**src/rtl/dmx_pkg.sv**
```systemverilog
package dmx_pkg;
    localparam int NM = 3;   // masters: 0 processor, 1 DMA read, 2 DMA write
    localparam int NR = 4;   // regions: 0 I/O, 1 SRAM, 2 EEPROM, 3 spare
    typedef logic [1:0] mid_t;
endpackage

```
**src/rtl/dmx_decode.sv**
```systemverilog
module dmx_decode
    import dmx_pkg::*;
#(
    parameter int AW = 8,
    parameter int IW = 4,
    parameter logic [NR*AW-1:0] BASES = {8'hC0, 8'h80, 8'h40, 8'h00}
) (
    input  logic [AW-1:0] addr,
    output logic [NR-1:0] hit
);
    localparam int TW = AW - IW;

    for (genvar r = 0; r < NR; r++) begin : g_win
        assign hit[r] = (addr[AW-1:IW] == BASES[r*AW+IW +: TW]);
    end
endmodule

```
**src/rtl/dmx_region.sv**
```systemverilog
module dmx_region
    import dmx_pkg::*;
#(
    parameter int DW  = 8,
    parameter int IW  = 4,
    parameter int LAT = 1,
    parameter int GAP = 1
) (
    input  logic            clk,
    input  logic            rst,
    input  logic [NM-1:0]   hit,
    input  logic [NM-1:0]   we,
    input  logic [NM*IW-1:0] idx,
    input  logic [NM*DW-1:0] wdata,
    input  logic [NM-1:0]   elig,
    output logic [NM-1:0]   gnt,
    output logic            ret_v,
    output mid_t            ret_mid,
    output logic [DW-1:0]   ret_data
);
    localparam int DEPTH = 2 ** IW;

    typedef struct packed {
        logic                       lock;
        mid_t                       own;
        logic [1:0]                 gap;
        logic [LAT-1:0]             v;
        logic [LAT-1:0][1:0]        mid;
        logic [LAT-1:0][DW-1:0]     data;
        logic [DEPTH-1:0][DW-1:0]   mem;
    } rst_t;

    rst_t s_d, s_q;
    logic acc;
    mid_t am;
    logic [IW-1:0] ai;

    always_comb begin
        s_d = s_q;
        gnt = '0;
        acc = 1'b0;
        am  = '0;
        if (s_q.lock) begin
            if (hit[s_q.own] && s_q.gap == '0) begin
                acc = 1'b1;
                am  = s_q.own;
            end
        end else begin
            for (int m = NM - 1; m >= 0; m--) begin
                if (hit[m] && elig[m]) begin
                    acc = 1'b1;
                    am  = mid_t'(m);
                end
            end
        end
        ai = idx[int'(am)*IW +: IW];

        s_d.v = s_q.v >> 1;
        for (int i = 0; i < LAT - 1; i++) begin
            s_d.mid[i]  = s_q.mid[i+1];
            s_d.data[i] = s_q.data[i+1];
        end
        s_d.mid[LAT-1]  = '0;
        s_d.data[LAT-1] = '0;
        if (s_q.gap != '0) s_d.gap = s_q.gap - 2'd1;

        if (acc) begin
            gnt[am] = 1'b1;
            s_d.own = am;
            if (we[am]) begin
                s_d.mem[ai] = wdata[int'(am)*DW +: DW];
            end else begin
                s_d.v[LAT-1]    = 1'b1;
                s_d.mid[LAT-1]  = am;
                s_d.data[LAT-1] = s_q.mem[ai];
                s_d.gap         = 2'(GAP - 1);
            end
        end
        s_d.lock = (|(s_d.v >> 1)) || (s_d.gap != '0);
    end

    always_ff @(posedge clk) begin
        if (rst) s_q <= '0;
        else     s_q <= s_d;
    end

    assign ret_v    = s_q.v[0];
    assign ret_mid  = s_q.mid[0];
    assign ret_data = s_q.data[0];

    p_single_winner_r5: assert property (@(posedge clk) disable iff (rst)
        $onehot0(gnt));
    p_owner_only_r6: assert property (@(posedge clk) disable iff (rst)
        s_q.lock |-> ((gnt & ~(NM'(1) << s_q.own)) == '0));
    p_beat_spacing_r8: assert property (@(posedge clk) disable iff (rst)
        (s_q.gap != '0) |-> (gnt == '0));
endmodule

```
**src/rtl/dmx_fabric.sv**
```systemverilog
module dmx_fabric
    import dmx_pkg::*;
#(
    parameter int AW = 8,
    parameter int DW = 8,
    parameter int IW = 4,
    parameter logic [NR*AW-1:0] BASES = {8'hC0, 8'h80, 8'h40, 8'h00},
    parameter logic [NR*2-1:0]  LATS  = {2'd1, 2'd3, 2'd2, 2'd1},
    parameter logic [NR*2-1:0]  GAPS  = {2'd1, 2'd2, 2'd1, 2'd1}
) (
    input  logic              clk,
    input  logic              rst,
    input  logic [NM-1:0]     m_req,
    input  logic [NM*AW-1:0]  m_addr,
    input  logic [NM*DW-1:0]  m_wdata,
    input  logic [NM-1:0]     m_we,
    output logic [NM-1:0]     m_gnt,
    output logic [NM-1:0]     m_rvalid,
    output logic [NM*DW-1:0]  m_rdata
);
    typedef struct packed {
        logic [NM-1:0][2:0] pend;
        logic [NM-1:0][1:0] last;
    } fst_t;

    fst_t f_d, f_q;

    logic [NR-1:0]    hit_m  [NM];
    logic [NR-1:0]    ret_to [NM];
    logic [NM-1:0]    rhit   [NR];
    logic [NM-1:0]    relig  [NR];
    logic [NM-1:0]    rgnt   [NR];
    logic [NR-1:0]    rv;
    mid_t             rmid   [NR];
    logic [DW-1:0]    rdat   [NR];
    logic [NM*IW-1:0] idx_all;

    for (genvar m = 0; m < NM; m++) begin : g_mst
        assign idx_all[m*IW +: IW] = m_addr[m*AW +: IW];
        dmx_decode #(.AW(AW), .IW(IW), .BASES(BASES)) u_dec (
            .addr (m_addr[m*AW +: AW]),
            .hit  (hit_m[m])
        );
    end

    for (genvar r = 0; r < NR; r++) begin : g_rgn
        dmx_region #(
            .DW(DW), .IW(IW),
            .LAT(int'(LATS[r*2 +: 2])),
            .GAP(int'(GAPS[r*2 +: 2]))
        ) u_rgn (
            .clk      (clk),
            .rst      (rst),
            .hit      (rhit[r]),
            .we       (m_we),
            .idx      (idx_all),
            .wdata    (m_wdata),
            .elig     (relig[r]),
            .gnt      (rgnt[r]),
            .ret_v    (rv[r]),
            .ret_mid  (rmid[r]),
            .ret_data (rdat[r])
        );
    end

    always_comb begin
        for (int r = 0; r < NR; r++) begin
            for (int m = 0; m < NM; m++) begin
                rhit[r][m]  = m_req[m] & hit_m[m][r] & ~rst;
                relig[r][m] = (f_q.pend[m] == '0) || (f_q.last[m] == 2'(r));
            end
        end
        m_gnt    = '0;
        m_rvalid = '0;
        m_rdata  = '0;
        for (int m = 0; m < NM; m++) ret_to[m] = '0;
        for (int r = 0; r < NR; r++) begin
            m_gnt = m_gnt | rgnt[r];
            for (int m = 0; m < NM; m++) begin
                if (rv[r] && rmid[r] == mid_t'(m)) begin
                    m_rvalid[m]          = 1'b1;
                    m_rdata[m*DW +: DW]  = rdat[r];
                    ret_to[m][r]         = 1'b1;
                end
            end
        end
        f_d = f_q;
        for (int m = 0; m < NM; m++) begin
            if (m_gnt[m] && !m_we[m]) f_d.pend[m] = f_d.pend[m] + 3'd1;
            if (m_rvalid[m])          f_d.pend[m] = f_d.pend[m] - 3'd1;
            if (m_gnt[m]) begin
                for (int r = 0; r < NR; r++) begin
                    if (hit_m[m][r]) f_d.last[m] = 2'(r);
                end
            end
        end
    end

    always_ff @(posedge clk) begin
        if (rst) f_q <= '0;
        else     f_q <= f_d;
    end

    for (genvar m = 0; m < NM; m++) begin : g_chk
        p_no_cross_region_r9: assert property (@(posedge clk) disable iff (rst)
            (f_q.pend[m] != '0 && !hit_m[m][f_q.last[m]]) |-> !m_gnt[m]);
        p_one_return_r10: assert property (@(posedge clk) disable iff (rst)
            $onehot0(ret_to[m]));
    end

    p_reset_flush_r11: assert property (@(posedge clk)
        rst |=> (m_rvalid == '0));
endmodule

```
**config.mk**
```make
export PLATFORM = sky130hd
export DESIGN_NAME = dmx_fabric
export DESIGN_NICKNAME = d
export VERILOG_FILES = /design/src/rtl/dmx_pkg.sv /design/src/rtl/dmx_decode.sv /design/src/rtl/dmx_region.sv /design/src/rtl/dmx_fabric.sv
export SDC_FILE = /design/constraint.sdc
export NUM_CORES = 1
export LEC_CHECK = 0
export BUFFER_PORTS_ARGS = -buffer_cell sky130_fd_sc_hd__buf_4
export CAP_MARGIN = 20
export CORE_MARGIN = 10
export CORE_UTILIZATION = 59
export CTS_CLUSTER_DIAMETER = 80
export DETAILED_ROUTE_END_ITERATION = 12
export MAX_ROUTING_LAYER = met4
export PLACE_DENSITY = 0.76
export SLEW_MARGIN = 0
export SYNTH_ARGS = -nofsm -noshare
export SYNTH_HDL_FRONTEND = slang
export SYNTH_SLANG_ARGS = --single-unit
```
**constraint.sdc**
```tcl
create_clock -name clk -period 10.13 [get_ports clk]
set_clock_uncertainty 0.2 [all_clocks]
set_input_delay 2.026 -clock clk [delete_from_list [all_inputs] [get_ports clk]]
set_output_delay 2.026 -clock clk [all_outputs]
set_load 0.03 [all_outputs]
```
# Word-level counts from Yosys, hierarchy flattened
# Cells that the tools add are included.
# Widths: inputs -> output; s select.
[word_totals] ff_bits=624 out_inout_bits=30
[op_classes] bitwise=32 n_addsub=10 eq_ne=26 magnitude_cmp=20 reduce_logical=98 mux=144 n_shift=8
[ops] cell="$bwmux 128" n=4
[ops] cell="$mux 141" n=2
[ops] cell="$mux 128" n=2
[ops] cell="$mux 8" n=20
[ops] cell="$bmux 8 s4" n=4
[ops] cell="$demux 8 s4" n=4
[ops] cell="$shiftx 24x6->8" n=4
[ops] cell="$mux 2" n=36
[ops] cell="$shiftx 12x5->4" n=4
[ops] cell="$mux 1" n=44
[ops] cell="$mux 3" n=14
[ops] cell="$logic_and 1x1->1" n=39
[ops] cell="$mux 13" n=2
[ops] cell="$and 1x1->1" n=24
[ops] cell="$eq 4x4->1 const B" n=6
[ops] cell="$lt 2x3->1 const B" n=8
[ops] cell="$logic_not 2->1" n=11
[ops] cell="$eq 2x2->1 const B" n=10
[ops] cell="$lt 4x5->1 const B" n=4
[ops] cell="$bmux 1 s2" n=8
[ops] cell="$ge 4x1->1 const B" n=4
[ops] cell="$reduce_bool 2->1" n=8
[ops] cell="$eq 2x1->1 const B" n=7
[ops] cell="$logic_or 1x1->1" n=14
[ops] cell="other kinds (15)" n=55

# Longest topological paths before layout
[logic_depth] ltp_word=20 depth_mapped=16 depth_no_buf=15

# Modules after synthesis
# Synthesis repeated with hierarchy kept, for this count alone.
[hier_totals] cells_unflattened=3706 hier_area_um2=32820.2
[by_module_without_submodules] mod="dmx_region at g_rgn[0].u_rgn ..." area_each_um2=6625.1 seq_area_each_um2=2882.8 instances=2 cells_each=689
[by_module_without_submodules] mod="dmx_region at g_rgn[2].u_rgn" area_each_um2=8899.8 seq_area_each_um2=3323.2 instances=1 cells_each=964
[by_module_without_submodules] mod="dmx_region at g_rgn[1].u_rgn" area_each_um2=8535.7 seq_area_each_um2=3103.0 instances=1 cells_each=1073
[by_module_without_submodules] mod="dmx_fabric" area_each_um2=2025.7 seq_area_each_um2=300.3 instances=1 cells_each=279
[by_module_without_submodules] mod="dmx_decode" area_each_um2=36.3 seq_area_each_um2=0.0 instances=3 cells_each=4

# Worst setup path before layout
# Ideal clock, no wire load.
[synth_timing] kind="in2out" start="input rst" end="output m_gnt[2]" n_path_buf=4 stages=9 path_slack_ns=3.621 t_arrival_ns=4.283 cell_sequence="buf_2 -> nand2b_1 -> a211oi_2 -> o41ai_1 -> o21ai_1 -> clkbuf_1 -> clkbuf_1 -> buf_2 -> nand3_1"
[synth_between] elab_chain_cells=15 word_cells_on_any_way=104 cone_classes="order compare (8); mux (60); bitwise (16); reduce/logical (20)"
[synth_rtl] item="start: declaration" line_no="dmx_fabric.sv:12" text="input logic rst,"
[synth_rtl] item="$not 1->1 *" line_no="dmx_fabric.sv:69" text="rhit[r][m] = m_req[m] & hit_m[m][r] & ~rst;"
[synth_rtl] item="$and 1x1->1" line_no="dmx_fabric.sv:69"
[synth_rtl] item="$bmux 1 s2 or $logic_and 1x1->1 (tied branches)" line_no="dmx_region.sv:44, dmx_region.sv:50"
[synth_rtl] item="$mux 1 (implied by the code) or $mux 2 (tied branches)" line_no="dmx_region.sv:44, dmx_region.sv:50"
[synth_rtl] item="$logic_and 1x1->1 or $mux 2 (tied branches)" line_no="dmx_region.sv:44, dmx_region.sv:50"
[synth_rtl] item="$mux 2 (on tied branches)" line_no="dmx_region.sv:44, dmx_region.sv:50"
[synth_rtl] item="$mux 2" line_no="dmx_region.sv:43" text="if (s_q.lock) begin"
[synth_rtl] item="$lt 2x3->1 (implied by the code) or $ge 2x1->1 (tied branches)" line_no="dmx_region.sv:68" text="gnt[am] = 1'b1;"
[synth_rtl] item="$logic_and 1x1->1 (implied by the code)" line_no="dmx_region.sv:68"
[synth_rtl] item="$mux 1 (implied by the code)" line_no="dmx_region.sv:68"
[synth_rtl] item="$demux 1 s2"
[synth_rtl] item="$mux 3" line_no="dmx_region.sv:67" text="if (acc) begin"
[synth_rtl] item="$or 3x3->3 (2 in a row)" line_no="dmx_fabric.sv:78" text="m_gnt = m_gnt | rgnt[r];"
[synth_rtl] item="$or 3x3->3 *" line_no="dmx_fabric.sv:78"
[synth_rtl] item="end: declaration" line_no="dmx_fabric.sv:17" text="output logic [NM-1:0] m_gnt,"
# Mark *: on every way between the ends. The rest lies on a longest branch, timed or not. The select of a mux whose other input is x is not followed.

# Final worst setup path
# Same ends and word-level chain as after synthesis.

==> summary.md <==
| Metric | Value |
|---|---|
| Outcome | completed |
| Met3 usage | 6.753% |
| Clock Latency Late Sink | 0.60 ns |
| Worst Path Arrival | 4.83 ns |
| CTS tree | built |
| Synthesized-area fraction occupied by adder cells | 0.3916% |
| GRT overflow | 0 |
| Gr busiest metal | met2 |
| Synth Warn # | 0 |
| Final core area utilization | 66.04% |
| Layout cell share with drive strength beyond 1 | 10.34% |
| GR met2 Demand/Resource | 42.88% |
| Vias/cell | 6.274 |
| Clock buffer count from CTS | 67 |
| Clk buf depth | 3 |
| Hold Vio Cnt, Final | 0 |
| First-pass GRT wire length | 130,600 µm |
| CTS clock-pin slew for the worst setup and hold paths | 0.06 ns |
| RR Startpoint | f_q[9] |
| Count leader, synth | dfxtp_1 |
| Synth Area per Inst | 8.760 µm² |
| Die width | 240.8 µm |
| Synthesis-to-finish area growth | 10.10% |
| RSZ-0062 raised after global routing | false |
| Largest family of logic cells by synthesized area | simple AND/OR/NAND/NOR gates |
| Area contributors post-synth | dfxtp_1, mux2i_1, nand2_1 |
| Worst EP required | 7.90 ns |
| Ports | 86 |
| Routed len/inst | 21.63 µm |
| FP Rows | 80 |
| Post-cts sizing count | 0 |
| Total GRT Usage | 29.19% |
| FF/Latch Area | 0.01249 mm² |
| Reg-to-reg slack, setup | 5.07 ns |
| Vias | 24,470 |
| Synth Area in Compound Gates | 14.08% |
| CTS Hold Bufs | 0 |
| Die Ht | 240.8 µm |
| Max-slew violation count | 0 |
| Placed cells | 3,777 |
| Fin cells | 3,901 |
| Flop and latch count out of synthesis | 624 |
| Primary FF master, synth | dfxtp_1 |
| Final setup viols | 0 |
| Maxcap violations | 0 |
| GR Layer Usage met1 | 39.26% |
| Htree depth | 3 |
| Initial antenna violation count | 6 |
| Die area | 0.05798 mm² |
| Worst VDD drop | 132.1 µV |
| # Post-CTS Setup Buffers | 0 |
| Detail Route Antenna Nets | 0 |
| DRT Wirelength | 84,390 µm |
| WHS | 0.2355 ns |
| Startpoint types | input port |
| Worst Max-Slew Pin Slew | 1.156 ns |
| Final min period | 7.058 ns |
| PD cells | 164.9 mW/mm² |
| Core Area | 0.04795 mm² |
| TNS Setup | 0 ns |
| Critical path peak fanout | 71 |
| Synth unique cells | 98 |
| Fin nets | 3,298 |
| Synth Area in Simple Gates | 20.74% |
| Number of port buffers | 85 |
| Post-synthesis xor/xnor area fraction | 0.3219% |
| Worst hold path class | flip-flop to flip-flop |
| Leak | 11.12 nW |
| Kind of critical path | input port to output port |
| F_max | 0.1417 GHz |
| CP endpoint | m_gnt[2] |
| Drt first pass iters | 6 |
| Largest net degree at the start of global routing | 225 |
| Residual DRC | 0 |
| CTS sink cnt | 624 |
| CP Capture Type | output port |
| Gpl congestion | 0.9319 |
| Top cell type by total area after synthesis | dfxtp_1 |
| Number of enable flip-flop cells after synthesis | 0 |
| Vias in the first global route | 23,220 |
| Fillers | 3,923 |
| Worst Setup SP | rst |
| Gate Count Post-Synth | 3,283 |
| CTS Root Cell | clkbuf_16 |
| Area of the multi-input gates | 0.01520 mm² |
| Synth Net Count | 3,348 |
| Cell area after synthesis | 0.02876 mm² |
| Final cycle utilization of the critical path | 69.67% |
| Design Power | 5.222 mW |
| Drt first-iter violations | 2,456 |
| Ys async rst share | 0% |
| Worst reg2reg path depth | 11 |
| Starting Density | 59.98% |
| Relative slew slack | 22.81% |
| Detailed Place HPWL | 56,240 µm |
| Synth top area share | 43.44% |
| RR Endpoint | g_rgn[1].u_rgn.s_d[129] |
| Mux cell area share after synthesis | 17.15% |
| Post-synth top cells | dfxtp_1, nand2_1, mux2i_1 |
| Seq/Total Area, Yosys | 43.44% |
==> stage by stage <==
step | worst slack [ns] | instance area [µm²]
3_3_place_gp | 2.872 | 29510
2_1_floorplan | 3.621 | 28760
4_1_cts | 2.719 | 31640
5_1_grt | 2.919 | 31660
6_report | 3.072 | 31660
3_5_place_dp | 2.733 | 29510
==> routing by layer <==
metal / routed length (µm) / part of all wire, %
met5: 0 / 0
met4: 2240 / 2.7
met3: 8003 / 9.5
met2: 36860 / 44
met1: 37290 / 44
==> cell type report <==
type | count | area share [%]
flip-flops and latches | 624 | 39.45
inverters | 24 | 0.3082
repair buffers | 128 | 3.066
diodes | 6 | 0.04742
multi-input cells | 2388 | 47.99
well taps | 615 | 2.430
clock buffers | 96 | 6.192
clock inverters | 20 | 0.5098
==> worst max-delay path, stage by stage <==
cell and delay (ns):
buf_4 0.62, nand2b_1 0.30, or3_1 0.15, a21boi_1 0.11, o21ai_2 0.65, buf_4 0.35
nand3_1 0.25, buf_4 0.29
==> power breakdown <==
part / leakage (nW) / internal, mW / switching, mW / total (mW)
Clock: 1.06 / 1.40 / 0.998 / 2.39
Combinational: 5.03 / 0.0958 / 0.263 / 0.359
Sequential: 5.02 / 2.46 / 0.00706 / 2.47
Total: 11.1 / 3.95 / 1.27 / 5.22
==> worst min path at each step <==
stage | start | end | slack, ns | cells past startpoint
finish | g_rgn[2].u_rgn.s_d[155] | g_rgn[2].u_rgn.s_d[153] | 0.24 | 1
CTS | g_rgn[2].u_rgn.s_d[155] | g_rgn[2].u_rgn.s_d[153] | 0.24 | 1
global route | g_rgn[1].u_rgn.s_d[145] | g_rgn[1].u_rgn.ret_mid[1] | 0.25 | 1
floorplan | g_rgn[1].u_rgn.s_d[128] | g_rgn[1].u_rgn.ret_data[0] | 0.21 | 1
global placement | g_rgn[2].u_rgn.s_d[153] | g_rgn[2].u_rgn.ret_mid[1] | 0.22 | 1
detailed placement | g_rgn[2].u_rgn.s_d[155] | g_rgn[2].u_rgn.s_d[153] | 0.22 | 1
==> cell usage in the layout (no fill, tap or decap), drive strengths merged, types with 7 or more instances in the layout <==
cell | Yosys | layout
nand3b | 11 | 11
nor3b | 11 | 11
nand4 | 7 | 7
or4 | 8 | 8
inv | 24 | 26
nor4b | 9 | 9
o311ai | 9 | 9
or2 | 7 | 7
o21ai | 328 | 328
nor2b | 57 | 57
clkinv | 0 | 16
a31oi | 44 | 44
a32oi | 8 | 8
nand3 | 333 | 333
a221o | 17 | 17
nor3 | 25 | 25
dfxtp | 624 | 624
a22oi | 33 | 33
nor2 | 100 | 100
o21a | 8 | 8
nand2b | 21 | 21
o211ai | 20 | 20
nand2 | 606 | 606
mux2i | 459 | 459
a211oi | 23 | 23
ha | 9 | 9
o22ai | 24 | 24
buf | 65 | 128
clkbuf | 182 | 96
mux2 | 28 | 28
and2 | 13 | 13
a211o | 14 | 14
a21oi | 62 | 62
==> cell families after synthesis <==
group,after synthesis
flops,624
mux,487
fa+ha+maj,9
simple gates,1238
compound gates,645
xor+xnor,9
buf+inv,271
==> registers in the layout (all words and copies together), names as in the netlist <==
register,flops
g_rgn.u_rgn.ret_data,32
g_rgn.u_rgn.s_q,532
g_rgn.u_rgn.s_d,33
g_rgn.u_rgn.ret_v,4
g_rgn.u_rgn.ret_mid,8
f_q,15
(Power assumes the default switching activity.)
